### src/rtl/bseq_pkg.sv
package bseq_pkg;

    typedef enum logic [1:0] {
        XK_JUMP = 2'd0,
        XK_CALL = 2'd1,
        XK_RET  = 2'd2,
        XK_SKIP = 2'd3
    } xfer_kind_e;

    typedef enum logic [1:0] {
        TM_REL = 2'd0,
        TM_ABS = 2'd1,
        TM_LNK = 2'd2,
        TM_CNT = 2'd3
    } tgt_mode_e;

    typedef enum logic [2:0] {
        CC_ALW  = 3'd0,
        CC_Z    = 3'd1,
        CC_NZ   = 3'd2,
        CC_C    = 3'd3,
        CC_N    = 3'd4,
        CC_V    = 3'd5,
        CC_NEV6 = 3'd6,
        CC_NEV7 = 3'd7
    } cond_e;

    typedef struct packed {
        logic v;
        logic n;
        logic c;
        logic z;
    } flags_t;

    function automatic logic cond_met(input cond_e sel, input flags_t f);
        case (sel)
            CC_ALW:  return 1'b1;
            CC_Z:    return f.z;
            CC_NZ:   return !f.z;
            CC_C:    return f.c;
            CC_N:    return f.n;
            CC_V:    return f.v;
            default: return 1'b0;
        endcase
    endfunction

endpackage

### src/rtl/bseq_target.sv
module bseq_target
    import bseq_pkg::*;
#(
    parameter int ADDR_W = 16
) (
    input  tgt_mode_e            mode,
    input  logic [ADDR_W-1:0]    pc,
    input  logic [ADDR_W-1:0]    imm,
    input  logic [ADDR_W-1:0]    lnk,
    input  logic [ADDR_W-1:0]    cnt,
    output logic [ADDR_W-1:0]    target
);
    always_comb begin
        case (mode)
            TM_REL:  target = pc + imm;
            TM_ABS:  target = imm;
            TM_LNK:  target = lnk;
            default: target = cnt;
        endcase
    end
endmodule

### src/rtl/bseq_ras.sv
module bseq_ras #(
    parameter int ADDR_W = 16,
    parameter int DEPTH  = 8
) (
    input  logic              clk,
    input  logic              rst,
    input  logic              push,
    input  logic              pop,
    input  logic [ADDR_W-1:0] push_data,
    output logic [ADDR_W-1:0] top,
    output logic              full,
    output logic              empty
);
    localparam int SP_W  = $clog2(DEPTH + 1);
    localparam int IDX_W = (DEPTH > 1) ? $clog2(DEPTH) : 1;

    logic [SP_W-1:0]   sp;
    logic [SP_W-1:0]   sp_m1;
    logic [ADDR_W-1:0] slots [DEPTH];

    assign full  = (sp == SP_W'(DEPTH));
    assign empty = (sp == '0);
    assign sp_m1 = sp - 1'b1;
    assign top   = slots[sp_m1[IDX_W-1:0]];

    always_ff @(posedge clk) begin
        if (rst)
            sp <= '0;
        else if (push && !full)
            sp <= sp + 1'b1;
        else if (pop && !empty)
            sp <= sp_m1;
    end

    for (genvar g = 0; g < DEPTH; g++) begin : g_slot
        always_ff @(posedge clk) begin
            if (push && !full && sp == SP_W'(g))
                slots[g] <= push_data;
        end
    end

    AST_SP_RANGE: assert property (@(posedge clk) disable iff (rst)
        sp <= SP_W'(DEPTH));

    AST_NO_OVERFLOW: assert property (@(posedge clk) disable iff (rst)
        full |-> !push);

    AST_NO_UNDERFLOW: assert property (@(posedge clk) disable iff (rst)
        empty |-> !pop);

    AST_PUSH_TOP: assert property (@(posedge clk) disable iff (rst)
        push |=> top == $past(push_data));

endmodule

### src/rtl/bseq_top.sv
module bseq_top
    import bseq_pkg::*;
#(
    parameter int ADDR_W      = 16,
    parameter int STACK_DEPTH = 8
) (
    input  logic              clk,
    input  logic              rst,
    input  logic              req_valid,
    input  logic [1:0]        req_kind,
    input  logic [2:0]        req_cond,
    input  logic [1:0]        req_mode,
    input  logic [ADDR_W-1:0] req_imm,
    input  logic [3:0]        flags_in,
    input  logic              lr_we,
    input  logic [ADDR_W-1:0] lr_wdata,
    input  logic              ctr_we,
    input  logic [ADDR_W-1:0] ctr_wdata,
    output logic [ADDR_W-1:0] fetch_addr,
    output logic              taken,
    output logic              ovf_err,
    output logic              unf_err
);
    logic [ADDR_W-1:0] pc, lnk_q, cnt_q;
    logic [ADDR_W-1:0] pc_inc1, pc_inc2, tgt, ras_top, pc_nxt;
    logic              ras_full, ras_empty;
    logic              act, do_push, do_pop, ovf_hit, unf_hit;
    xfer_kind_e        kind;

    assign kind    = xfer_kind_e'(req_kind);
    assign pc_inc1 = pc + ADDR_W'(1);
    assign pc_inc2 = pc + ADDR_W'(2);
    assign act     = req_valid && cond_met(cond_e'(req_cond), flags_t'(flags_in));

    assign ovf_hit = act && kind == XK_CALL && ras_full;
    assign unf_hit = act && kind == XK_RET  && ras_empty;
    assign do_push = act && kind == XK_CALL && !ras_full;
    assign do_pop  = act && kind == XK_RET  && !ras_empty;
    assign taken   = act && !ovf_hit && !unf_hit;

    bseq_target #(.ADDR_W(ADDR_W)) u_tgt (
        .mode   (tgt_mode_e'(req_mode)),
        .pc     (pc),
        .imm    (req_imm),
        .lnk    (lnk_q),
        .cnt    (cnt_q),
        .target (tgt)
    );

    bseq_ras #(.ADDR_W(ADDR_W), .DEPTH(STACK_DEPTH)) u_ras (
        .clk       (clk),
        .rst       (rst),
        .push      (do_push),
        .pop       (do_pop),
        .push_data (pc_inc1),
        .top       (ras_top),
        .full      (ras_full),
        .empty     (ras_empty)
    );

    always_comb begin
        pc_nxt = pc_inc1;
        if (taken) begin
            case (kind)
                XK_JUMP: pc_nxt = tgt;
                XK_CALL: pc_nxt = tgt;
                XK_RET:  pc_nxt = ras_top;
                default: pc_nxt = pc_inc2;
            endcase
        end
    end

    always_ff @(posedge clk) begin
        if (rst) begin
            pc      <= '0;
            lnk_q   <= '0;
            cnt_q   <= '0;
            ovf_err <= 1'b0;
            unf_err <= 1'b0;
        end else begin
            pc <= pc_nxt;
            if (lr_we)   lnk_q   <= lr_wdata;
            if (ctr_we)  cnt_q   <= ctr_wdata;
            if (ovf_hit) ovf_err <= 1'b1;
            if (unf_hit) unf_err <= 1'b1;
        end
    end

    assign fetch_addr = pc;

    AST_IDLE_SEQ: assert property (@(posedge clk) disable iff (rst)
        !req_valid |=> pc == ADDR_W'($past(pc) + ADDR_W'(1)));

    AST_OVF_STICKY: assert property (@(posedge clk) disable iff (rst)
        ovf_err |=> ovf_err);

    AST_UNF_STICKY: assert property (@(posedge clk) disable iff (rst)
        unf_err |=> unf_err);

    AST_OVF_SEQ: assert property (@(posedge clk) disable iff (rst)
        ovf_hit |=> pc == ADDR_W'($past(pc) + ADDR_W'(1)));

    AST_NO_TAKE_ON_FAIL: assert property (@(posedge clk) disable iff (rst)
        !req_valid |-> !taken);

endmodule

### config.mk
export PLATFORM = sky130hd
export DESIGN_NAME = bseq_top
export DESIGN_NICKNAME = d
export VERILOG_FILES = /design/src/rtl/bseq_pkg.sv /design/src/rtl/bseq_target.sv /design/src/rtl/bseq_ras.sv /design/src/rtl/bseq_top.sv
export SDC_FILE = /design/constraint.sdc
export NUM_CORES = 1
export LEC_CHECK = 0
export BUFFER_PORTS_ARGS = -buffer_cell sky130_fd_sc_hd__buf_2
export CAP_MARGIN = 20
export CORE_MARGIN = 2
export CORE_UTILIZATION = 29
export DETAILED_ROUTE_END_ITERATION = 10
export PLACE_DENSITY = 0.48
export SLEW_MARGIN = 20
export SYNTH_ARGS = -nofsm -noshare
export SYNTH_HDL_FRONTEND = slang
export SYNTH_SLANG_ARGS = --single-unit
### constraint.sdc
create_clock -name clk -period 5.2 [get_ports clk]
set_clock_uncertainty 0.2 [all_clocks]
set_input_delay 1.04 -clock clk [delete_from_list [all_inputs] [get_ports clk]]
set_output_delay 1.04 -clock clk [all_outputs]
set_load 0.01 [all_outputs]
==> After elaboration in Yosys (flattened, before gate mapping) <==
Memories as Yosys holds them, arrays and structs flattened.
Index checks and enable logic that the tools add are counted.
W data, S select, Z words.
{ "totals": {"out_inout_bits": 19, "n_memories": 1, "reg_bits": 54, "rom_bits": 0, "ram_bits": 128, "latchBits": 0, "inputBits": 64, "elab_cells": 109} }
{ "memory_table": {"columns": ["memory", "depth", "word_bits", "rd", "rd_clocked_by_memory_dff", "write_ports", "line", "source"], "rows": [
  ["u_ras.slots", 8, 16, 1, 0, 1, "bseq_ras.sv:19", "logic [ADDR_W-1:0] slots [DEPTH];"]
]} }
{ "classes": {"n_addsub": 5, "n_eq_ne": 17, "shifts": 0, "muxes": 43, "n_bitwise": 0, "order_cmp": 0, "div_mod_pow": 0, "mul": 0, "n_reduce_logical": 37} }
{ "ops": {"columns": ["operator", "count"], "rows": [
  ["$mux W16", 8],
  ["$reduce_or A16 Y1", 7],
  ["$pmux W16 S3", 1],
  ["$pmux W16 S2", 1],
  ["$mux W1", 23],
  ["$mux W3", 7],
  ["$logic_and A1 B1 Y1", 19],
  ["$add A16 B1 Y16 const B", 1],
  ["$add A16 B16 Y16", 1],
  ["$add A16 B2 Y16 const B", 1],
  ["$eq A4 B3 Y1 const B", 4],
  ["$eq A4 B2 Y1 const B", 2],
  ["$mux W4", 2],
  ["$eq A3 B2 Y1 const B", 2],
  ["$eq A3 B3 Y1 const B", 2],
  ["$pmux W1 S6", 1],
  ["$logic_not A1 Y1", 5],
  ["$add A4 B1 Y4 const B", 1],
  ["$eq A2 B1 Y1 const B", 2],
  ["$eq A2 B2 Y1 const B", 2],
  ["$eq A4 B1 Y1 const B", 1],
  ["$eq A4 B4 Y1 const B", 1],
  ["$logic_not A2 Y1", 2],
  ["$logic_not A4 Y1", 1],
  ["5 further kinds", 5]
]} }

==> Logic depth before layout (Yosys ltp) <==
Gate-level depths: netlist of run 1.
{ "logic_depth": {"ltp_word": 17, "depth_mapped": 12, "depth_no_buf": 9} }

==> Hierarchy <==
From an unflattened synthesis of run 1, not the netlist that was laid out.
{ "hier_totals": {"cells_unflattened": 663, "hier_area_um2": 9068.7} }
{ "modules_own_cells": {"columns": ["module", "seq_area_each_um2", "cells_per_inst", "area_per_inst_um2", "n_inst"], "rows": [
  ["bseq_ras", 3923.8, 239, 5231.3, 1],
  ["bseq_top", 1001.0, 309, 2778.9, 1],
  ["bseq_target", 0.0, 115, 1058.5, 1]
]} }

==> Worst setup path before layout of run 1 <==
No wires, ideal clock.
{ "synth_timing": {"path_type": "in2out", "startpoint": "input flags_in[0]", "endpoint": "output taken", "arrival_ns": 2.291, "path_stages": 7, "path_slack_ns": 1.669, "n_path_buf": 2, "required_ns": 3.960, "path_cell_list": "mux2_2 > a21oi_1 > o21ai_2 > or2_4 > inv_2 > buf_4 > buf_2"} }
{ "synth_between": {"elab_chain_len": 8, "elab_cells_between_ends": 11, "classes_between": "1 x mux; 10 x reduce/logical"} }
{ "synth_lines": {"columns": ["item", "line", "source"], "rows": [
  ["start: declaration", "bseq_top.sv:14", "input logic [3:0] flags_in,"],
  ["$logic_not A1 Y1", "bseq_pkg.sv:39", "CC_NZ: return !f.z;"],
  ["$pmux W1 S6 (*)", "bseq_pkg.sv:36", "case (sel)"],
  ["$logic_and A1 B1 Y1 (*)", "bseq_top.sv:33", "assign act = req_valid && cond_met(cond_e'(req_cond), flags_t'(flags_in));"],
  ["$logic_and A1 B1 Y1 (2 in a row)", "bseq_top.sv:35", "assign ovf_hit = act && kind == XK_CALL && ras_full;"],
  ["$logic_not A1 Y1", "bseq_top.sv:39", "assign taken = act && !ovf_hit && !unf_hit;"],
  ["$logic_and A1 B1 Y1", "bseq_top.sv:39", null],
  ["$logic_and A1 B1 Y1 (*)", "bseq_top.sv:39", null],
  ["end: declaration", "bseq_top.sv:20", "output logic taken,"]
]} }
Mark *: on every way between the ends. The rest lies on a longest branch, timed or not.

==> Worst setup path in the final report of run 1 <==
Same ends and word-level chain as after synthesis.

==> results, run 1 <==
- The most instantiated flip-flop cell in the synthesis netlist is edfxtp_1.
- Detailed placement ended at an HPWL of 16000 um.
- The number of antenna diodes in the final layout is 0.
- The final cell area excluding filler cells is 10400 um2.
- Buffers inserted during clock tree synthesis total 17.
- The net count of the finished layout is ~860.
- The worst endpoint required time is 3960 ps.
- The number of flops mapped to enable cells by yosys is between 100 and 150.
- The total power after layout is 3290 uW.
- By area the synthesized netlist is led by edfxtp_1, dfxtp_1, mux4_2.
- The worst-case IR drop observed on VDD is 0.206 mV.
- Averaged over all synthesized cells, the footprint is 12.9 um2.
- For the worst-skew pair, the clock arrives at the later sink with an insertion delay of 430 ps.
- The number of buffers inserted by hold repair at cts is 0.
- The tightest min-delay check is of the register to register type.
- Wires add up to 22800 um.
- The top achievable clock speed is 251 MHz.
- In the routed layout, each cell is associated on average with a via count of 4.94.
- The classification of the worst setup path is input port to primary output.
- Row generation in the floorplan step produced 64 rows.
- The remaining design rule violation count is 0.
- The worst slew margin relative to its limit is 37.3%.
- The worst hold path was traced through 2 stages.
- In the synthesized netlist the async set-or-reset flop fraction comes to 0%.
- Power spread over the standard cell area amounts to 317 nW/um2.
- The clock slew seen by the registers of the worst setup and hold paths is 80 ps.
- The last weighted congestion value of the routability-driven placer is 0.779.
- The global-route total usage across every layer is 14.5%.
- In this run the cell area of the synthesized design comes to 9040 um2.
- The count of yosys warnings during synthesis is 0.
- Setup repair after global routing left no endpoint under its margin.
- After the first detailed-routing iteration, the DRC count stood at about 450.
- Of the synthesized area, sequential elements account for between 50% and 60%.
- The TritonCTS clock tree is done.
- The final count of pins violating max slew is 0.
- The final-layout setup total negative slack is 0 ps.
- Synthesis inferred 182 register bits.
- Summed over all instances, the cell type with the most area after synthesis is edfxtp_1.
- The TritonCTS sink count is 182.
- The synthesized netlist contains 66 unique library cells.
- The post-cts resize count is 0.
- The worst reg-to-reg setup slack is 1980 ps.
- Synthesis produced a netlist whose cell count is about 700.
- The most frequently used cell type in the post-synthesis netlist is edfxtp_1.
- The overall overflow remaining after global route is 0.
- The top-level port count is between 80 and 90.
- The run finished with clean final reports.
- Relative to the synthesized area, the layout overhead comes to 15.0%.
- The number of buffers between clock root and the deepest sink is 2.
- The count of cells along the worst register-to-register path is 9.
- The total leakage power is 0.00385 uW.
- By count the netlist is led by edfxtp_1, nor2_1, dfxtp_1, mux2i_1, mux4_2.
- Dividing the detail-routed wire length by the instance count gives 19.4 um.
- The number of endpoints with negative hold slack in the final report is 0.
- The floorplan step set the die width to roughly 180 um.
- The synthesized netlist net count is ~800.
- Entering global routing, the biggest net connects 57 pins.
- CTS built an H-tree with a depth of 4.
- The top cell type by area accounts for around 43% of the synthesized area.
- The number of antenna violations at the first check in global routing is 0.
- The minimum clock period is 3980 ps.
- The startpoint of the worst-slack reg-to-reg timing path is u_ras.sp[1].
- Across the run, the number of max-cap violations was 0.
- The area enclosed by the die boundary is about 33000 um2.
- Setup violations remaining at the end of the flow were counted as 0.
- The hold path startpoint is ovf_err.
- The worst hold path terminates at ovf_err.
- The port buffer count is 82.
- The tree is rooted in a clkbuf_16.
- Along the worst path, the maximum fanout reaches 29.
- The number of routed nets with antenna violations is 0.
- The number of global-route vias before repair was 6002.
- The ratio of cells with drive above 1 in the final layout is a little under a quarter.
- The floorplan die height is 181 um.
- The core region area is slightly above 30000 um2.
- The worst setup path is launched from an input port.
- At the pin with the least slew margin, the transition time is 933 ps.
- Summing all placed instances gives a cell area of 9810 um2.
- The initial core utilization is 29.5%.
- The wire length of the first global-routing pass is between 30000 and 40000 um.
- The vias after detailed routing is 5816.
- Before antenna repair, the detailed router went through 5 iterations.
- Of the available clock period, the critical path in the final layout requires 76.5%.
- The kind of end point of the critical path is a primary output.
- The count of buffers added by post-CTS timing repair for setup is 0.
- At the worst endpoint, the arrival time is 2740 ps.
- The endpoint identified for the worst register-to-register timing path is fetch_addr[7].
- The filler cell count in the final layout is 3026.
[where the power goes]
part / internal, uW / switching (uW) / total [uW]
combinational: 162 / 231 / 393
clock: 643 / 626 / 1270
sequential: 1590 / 38.1 / 1630
[placed cells by master (no fill, tap or decap), types with 7 or more instances in the layout]
cell / instances
edfxtp_1: 128
xor2_1: 9
mux4_2: 36
nor3_1: 9
xnor2_1: 23
dfxtp_1: 53
a21oi_1: 29
nor2b_1: 14
mux2_2: 14
a311oi_1: 10
and3_1: 16
nand3_1: 11
ha_1: 22
nor2_1: 78
mux2i_1: 51
inv_1: 13
buf_2: 82
nand2_1: 29
nand4_1: 8
a211oi_1: 12
buf_4: 7
o21ai_0: 15
clkbuf_16: 17
[layout make-up]
| type | count | area, um2 | share of cell area [%] |
|---|---|---|---|
| Tap cell | 396 | 495 | 4.77 |
| Clock inverter | 15 | 159 | 1.53 |
| Multi-Input combinational cell | 464 | 3870 | 37.2 |
| Clock buffer | 17 | 425 | 4.09 |
| Sequential cell | 182 | 4930 | 47.4 |
| Inverter | 14 | 52.6 | 0.506 |
| Timing Repair Buffer | 89 | 463 | 4.46 |
[state kept, by name, summed over array words and instances (netlist names)]
name	flops
fetch_addr	16
cnt_q	16
ovf_err	1
unf_err	1
u_ras.slots	128
lnk_q	16
u_ras.sp	4
[metal layers]
| layer | vias up | global-route usage (%) | share of wire [%] |
|---|---|---|---|
| met5 | - | 0 | 0 |
| met4 | 0 | 4.00 | 1.1 |
| met3 | 13 | 3.17 | 4.2 |
| met2 | 95 | 23.8 | 49 |
| met1 | 2880 | 19.3 | 46 |
| li1 | 2828 | - | - |
[how the worst max path moves through the flow]
stage / end / start / depth (start not counted) / slack [ps]
after floorplan: taken / flags_in[0] / 7 / 1670
after global placement: taken / flags_in[0] / 7 / 1220
after detailed placement: taken / flags_in[0] / 7 / 1220
after CTS: taken / flags_in[0] / 7 / 1220
after global routing: taken / flags_in[0] / 7 / 1070
final: taken / flags_in[0] / 7 / 1220
[cell families (layout without fill, tap and decap cells)]
group | after synthesis | after routing | share of synthesized area, %
simple gates | 189 | 189 | 10.6
flops | 182 | 182 | 54.5
compound gates | 118 | 118 | 9.25
mux | 101 | 101 | 16.4
buf+inv | 56 | 135 | 2.85
xor+xnor | 33 | 33 | 3.20
fa+ha+maj | 23 | 23 | 3.27
[worst max-delay path, stage by stage]
cell	delay (ps)
buf_2	80
mux2_2	310
a21oi_1	200
o21ai_2	130
or2_4	310
inv_2	420
buf_2	240
[stage by stage]
step	util, %	worst slack [ps]	hold WS, ps	instances
6_report	33.9	1220	253	1177
5_1_grt	33.9	1070	303	1177
2_1_floorplan	-	1670	254	702
3_5_place_dp	32.0	1220	240	1145
3_3_place_gp	32.0	1220	231	1145
4_1_cts	33.9	1220	251	1177
Note: power is estimated with default switching activity, not from simulation.
==> inputs of run 2 (changes only) <==
--- a/config.mk
+++ b/config.mk
@@ -10,7 +10,7 @@
 export CORE_MARGIN = 2
 export CORE_UTILIZATION = 29
 export DETAILED_ROUTE_END_ITERATION = 10
-export PLACE_DENSITY = 0.48
+export PLACE_DENSITY = 0.49
 export SLEW_MARGIN = 20
 export SYNTH_ARGS = -nofsm -noshare
 export SYNTH_HDL_FRONTEND = slang
==> constraint.sdc (replaced) <==
create_clock -name clk -period 3.3 [get_ports clk]
set_clock_uncertainty 0.2 [all_clocks]
set_input_delay 0.66 -clock clk [delete_from_list [all_inputs] [get_ports clk]]
set_output_delay 0.66 -clock clk [all_outputs]
set_load 0.01 [all_outputs]
==> results, run 2 (synthesized netlist as in run 1, its figures left out) <==
- The hold path startpoint is ovf_err.
- The number of buffers inserted by hold repair at cts is 0.
- The number of iterations in the first detailed-routing pass is 4.
- At the worst endpoint, the required time is 2440 ps.
- The area enclosed by the die boundary is 32600 um2.
- In the post-route analysis, the smallest setup slack over all paths is around 410 ps.
- After layout, the design draws a total of 5360 uW.
- The largest individual stage delay along the critical path comes from the cell dfxtp_1.
- From bottom edge to top edge, the die measures 181 um.
- The final period utilization is 87.4%.
- The antenna diode count is 0.
- In this run the worst setup path begins at u_ras.sp[1].
- In this run the post-CTS setup repair buffer count came out at 0.
- The placed instance area is around 10000 um2.
- Measured along the x axis, the die boundary spans 181 um.
- The share of power burned in combinational logic is between 10% and 20%.
- The top-level port count is between 80 and 90.
- Buffers inserted during clock tree synthesis total 17.
- After detailed routing, the number of vias per cell comes to 5.02.
- The critical path contains buffers and inverters numbering 3 combined.
- The final count of pins violating max slew is 0.
- The share of the core filled with cells in the final layout is 34.8%.
- The hold-critical path depth is 2.
- The startpoint of the worst-slack reg-to-reg timing path is u_ras.sp[1].
- Sequential cells burn 47.7% of the power.
- After global routing the overflow that remains totals 0.
- The worst slew margin relative to its limit is 46.8%.
- On the worst path, the slowest cell contributes a delay of 430 ps.
- The hold path endpoint is ovf_err.
- The count of routing violations after the opening detailed-route iteration is 387.
- The number of endpoints with negative hold slack in the final report was 0.
- At the worst endpoint, the arrival time is 2030 ps.
- The number of flip-flops in the largest register is 128.
- For the worst-skew pair, the clock arrives at the later sink with an insertion delay of 440 ps.
- The routed wire length per instance is 19.2 um.
- The detailed route wirelength on metal3 is slightly below 800 um.
- The wire length of the first global-routing pass is between 30000 and 40000 um.
- The number of routed nets with antenna violations is 0.
- The count of cells along the worst register-to-register path is 9.
- The cell sitting at the root of the clock tree is a clkbuf_16.
- The power per cell area is 503 nW/um2.
- The top cell types in the final layout, fill and taps aside, are edfxtp_1, buf_2, nor2_1.
- The signal on the critical path passes through inv_1 > ha_1 > nor2b_1 > a21boi_0 > or2_4 > inv_2 > buf_2.
- The total internal power is 4000 uW.
- The share of total power in the clock network is 40.2%.
- The tool flagged a number of max-cap violations equal to 0.
- The number of antenna violations at the first check in global routing is 0.
- The net count reported at finish is just under 900.
- For this design the static power due to leakage is 0.00402 uW.
- In this design, the largest share of critical-path delay is due to simple AND/OR/NAND/NOR gates.
- The TritonCTS sink count is 182.
- The highest net fanout along the worst path is 6.
- For this block, the routed nets add up to 23200 um of wire.
- The leading cell type in the layout, fill and taps excluded is edfxtp_1.
- In the final layout, the multi-input gates occupy a little under 4000 um2.
- At the pin with the least slew margin, the transition time is 793 ps.
- Registers take 4930 um2.
- Detailed placement ended at an HPWL of 16000 um.
- Setup repair after global routing left no endpoint under its margin.
- The kind of end point of the critical path is a primary output.
- Relative to the synthesized area, the layout overhead comes to 18.0%.
- The number of global-route vias before repair was 5932.
- The endpoint identified for the worst register-to-register timing path is fetch_addr[1].
- Counting along the longest clock path gives a buffer depth of 2.
- The initial core utilization is about 30%.
- The final-layout setup total negative slack is 0 ps.
- In this run switching power makes up 25.4% of total power.
- After routing the design area is ~11000 um2.
- The worst setup slack after placement is 370 ps.
- The kind of start point of the critical path is a register.
- The initialized floorplan defines 64 standard-cell rows.
- The largest vdd supply drop is 0.384 mV.
- The global-route total usage across every layer is between 10% and 20%.
- The routed layout has 6050 vias.
- In this run the standard cell core region covers 30700 um2.
- The classification of the worst setup path is register to primary output.
- The largest net degree at the start of global routing is 39.
- Wire segments on met2 add up to 10400 um in the final route.
- The flow ran to the end, and the final reports show no timing, DRC or antenna violations.
- Summed over all nets, the switching power comes to 1360 uW.
- The remaining design rule violation count is 0.
- After clock tree synthesis, the clock-pin slew on the worst setup and hold paths is 70 ps.
- The highest metal layer carrying signal wires in the routed design is met4.
- The largest register by flop count is u_ras.slots.
- Subtracting the final worst setup slack from the clock period gives 2890 ps.
- The post-cts resize count is 0.
- Of the cells placed in the final design, the portion with a size suffix greater than 1 is 26.4%.
- The last weighted congestion value of the routability-driven placer is approximately 0.76.
- The filler cell count in the final layout is between 3000 and 4000.
- The TritonCTS clock tree is done.
- The detailed router put a total of ~12000 um of wire on met1.
- The count of buffers added on input and output ports is between 80 and 90.
- In this run the number of H-tree levels came out at 4.
- The count of final setup violators is 0.
- The top achievable clock speed is 347 MHz.
- The worst reg-to-reg setup slack is 580 ps.
- In this run the worst hold path is classified as register to register.
==> run 2: how the worst max path moves through the flow <==
| stage | endpoint | slack (ps) | cells past startpoint |
|---|---|---|---|
| floorplan | u_ras.slots[0][0] | 240 | 4 |
| detailed placement | fetch_addr[10] | 370 | 11 |
| CTS | taken | 390 | 7 |
| global route | taken | 240 | 7 |
| global placement | fetch_addr[10] | 430 | 11 |
| finish | taken | 410 | 7 |
==> run 2: layer usage <==
metal / vias up / track usage (%)
met2: 110 / 21.9
li1: 2878 / -
met3: 18 / 2.63
met1: 3044 / 20.9
met5: - / 0
met4: 0 / 3.39
==> run 2: power groups by stage <==
stage	Sequential, uW	Combinational [uW]	Clock, uW
floorplan	2600	432	0
global placement	2610	651	0
detailed placement	2610	653	0
CTS	2560	656	2190
global route	2560	720	2290
finish	2560	649	2160
==> run 2: worst reg2reg max path: cells and delay by family (launching register included) <==
kind                       cells  cell delay, ps
DFF                            1             430
and+or+nand+nor                1              70
buffers and inverters          2             490
AOI/OAI and AO/OA              3             350
muxes                          2             670
adders and majority gates      1             390
==> run 2: final cells by class <==
type	instances	area share, %
Clock buffer	17	3.99
Clock inverter	15	1.83
Inverter	14	0.493
Multi-Input combinational cell	464	36.3
Sequential cell	182	46.2
Tap cell	396	4.64
Timing Repair Buffer	118	6.61
==> run 2: per-stage QoR <==
| stage | hold WS, ps | std cells |
|---|---|---|
| 4_1_cts | 241 | 1206 |
| 6_report | 244 | 1206 |
| 2_1_floorplan | 254 | 702 |
| 3_3_place_gp | 232 | 1174 |
| 5_1_grt | 250 | 1206 |
| 3_5_place_dp | 239 | 1174 |
==> inputs of run 3 (changes only) <==
--- a/config.mk
+++ b/config.mk
@@ -7,7 +7,7 @@
 export LEC_CHECK = 0
 export BUFFER_PORTS_ARGS = -buffer_cell sky130_fd_sc_hd__buf_2
 export CAP_MARGIN = 20
-export CORE_MARGIN = 2
+export CORE_MARGIN = 5
 export CORE_UTILIZATION = 29
 export DETAILED_ROUTE_END_ITERATION = 10
 export PLACE_DENSITY = 0.49
==> results, run 3 (synthesized netlist as in run 1, its figures left out) <==
- The flow ran to the end, and the final reports show no timing, DRC or antenna violations.
- The worst setup path is launched from a register.
- The count of buffers added on input and output ports is 82.
- The count of routing violations after the opening detailed-route iteration is 339.
- The number of global-route vias before repair is slightly above 6000.
- The number of antenna violations at the first check in global routing is 0.
- The placed instance area is 10000 um2.
- After clock tree synthesis, the clock-pin slew on the worst setup and hold paths is ~70 ps.
- The routed via count divided by cell count is 5.02.
- Setup repair after global routing left no endpoint under its margin.
- The type of the worst min-delay path is register to register.
- The first TritonRoute pass finished after 5 iterations.
- The transition time of the tightest slew-check pin is about 800 ps.
- The tree built by TritonCTS fans out to 182 sinks.
- During I/O placement, the number of pins put on the boundary was 83.
- The global-route total usage across every layer is between 10% and 20%.
- The wire length of the first global-routing pass is ~36000 um.
- Leaving out fill and tap cells, the most frequent cell in the layout is edfxtp_1.
- From synthesis to final layout, the design area changed by 17.3%.
- Summed over all layers, the routed wires come to 23000 um.
- Fill cells in the final layout number 3041.
- For this run the aggregate overflow at the end of global routing stands at 0.
- Summing over every cut layer, the via total after detailed routing is between 6000 and 7000.
- In the layout the commonest cells are edfxtp_1, buf_2, nor2_1.
- The part of the power in registers is 49.2%.
- The power per cell area is 490 nW/um2.
- The top achievable clock speed is 348 MHz.
- In this run the power spent charging and discharging nets is approximately 1300 uW.
- In this run the remaining antenna-violating nets after routing total 0.
- VDD sags by at most 0.352 mV.
- The smallest hold slack is 248 ps.
- The final cell area excluding filler cells is 10600 um2.
- The final-layout setup total negative slack is 0 ps.
- The floorplan step set the die height to 187 um.
- The area enclosed by the die boundary is 34800 um2.
- The total power after layout is 5200 uW.
- The final period utilization is 87.0%.
- The number of flip-flops in the largest register is around 130.
- The die width is 187 um.
- The internal portion of the total power is 3850 uW.
- Hold repair after CTS inserted 0 buffers.
- The number of buffers inserted during clock tree synthesis is 17.
- The final layout contains 884 nets.
- The number of endpoints with negative hold slack in the final report was 0.
- The worst-skew pair later-pin latency is 430 ps.
- The switching part of the total is 25.9%.
- The worst slew margin relative to its limit is 46.1%.
- The share of power burned in combinational logic is ~12%.
- The number of max-cap violations is 0.
- Once the clock tree was built, the resizer swapped 0 gates to a different size.
- At the worst endpoint, the arrival time is 2010 ps.
- The worst setup path is of the register to primary output kind.
- The number of antenna diodes in the final layout is 0.
- The largest net degree at the start of global routing is 39.
- The count of buffers added by post-CTS timing repair for setup is 0.
- The H-tree depth is 4.
- The worst setup path is captured at a primary output.
- The core region area is 30700 um2.
- Counting along the longest clock path gives a buffer depth of 2.
- The clock period could shrink to 2870 ps.
- The final count of pins violating max slew came to 0.
- The largest register by flop count is u_ras.slots.
- Setup violations remaining at the end of the flow were counted as 0.
- The floorplan has 64 rows.
- TritonCTS built the clock tree.
- At the worst endpoint, the required time is 2440 ps.
- The half-perimeter wire length after detailed placement is 16200 um.
- The last weighted congestion value of the routability-driven placer is just over 0.8.
- For this run, design rule violations remaining after detail routing come to 0.
- The ratio of cells with drive above 1 in the final layout is 26.4%.
- The clock root buffer master is clkbuf_16.
- The initial utilization of the core area, before any placement, comes to 29.5%.
- Dividing the detail-routed wire length by the instance count gives 19.1 um.
- The share of total power in the clock network is 38.4%.
- The analysis attributes to cell leakage a power of around 0.0040 uW.
- The highest net fanout along the worst path is 6.
==> run 3: path summary, 6_finish.rpt <==
path                     from        endpoint  slack, ps  depth (start not counted)
setup reg to reg  u_ras.sp[1]  fetch_addr[13]        590                          8
setup / recovery  u_ras.sp[1]           taken        430                          7
hold reg to reg       ovf_err         ovf_err        250                          2
hold / removal        ovf_err         ovf_err        250                          2
==> run 3: per-layer routing <==
layer / wire length [um] / GRT usage (%) / vias to the layer above
met3: 840 / 2.47 / 14
met1: 11300 / 19.4 / 3018
met5: 0 / 0 / -
li1: - / - / 2898
met2: 10700 / 20.8 / 119
met4: 201 / 3.03 / 0
==> run 3: worst max-delay path, cell delays in order, from the launching register on <==
cell and delay [ps]:
dfxtp_1 410, inv_1 120, ha_1 240, nor2b_1 170
a21boi_0 140, or2_4 290, inv_2 80, buf_2 130
==> run 3: power groups by stage <==
stage / registers, uW / logic (uW) / clock network, uW
after floorplan: 2600 / 432 / 0
after global placement: 2610 / 648 / 0
after CTS: 2560 / 650 / 2050
after global routing: 2560 / 718 / 2140
after detailed placement: 2610 / 647 / 0
final: 2560 / 643 / 2000
==> run 3: final cells by class <==
class	count	area [um2]	share of cell area [%]
Multi-Input combinational cell	464	3870	36.5
Sequential cell	182	4930	46.4
Timing Repair Buffer	118	693	6.54
Clock inverter	13	138	1.30
Inverter	14	52.6	0.495
Clock buffer	19	433	4.08
Tap cell	396	495	4.67
==> run 3: through the flow <==
step	setup slack, ps	util (%)	std cells
after floorplan	238	-	702
after global placement	451	32.7	1174
after detailed placement	425	32.7	1174
after CTS	406	34.6	1206
after global routing	323	34.6	1206
final	430	34.6	1206
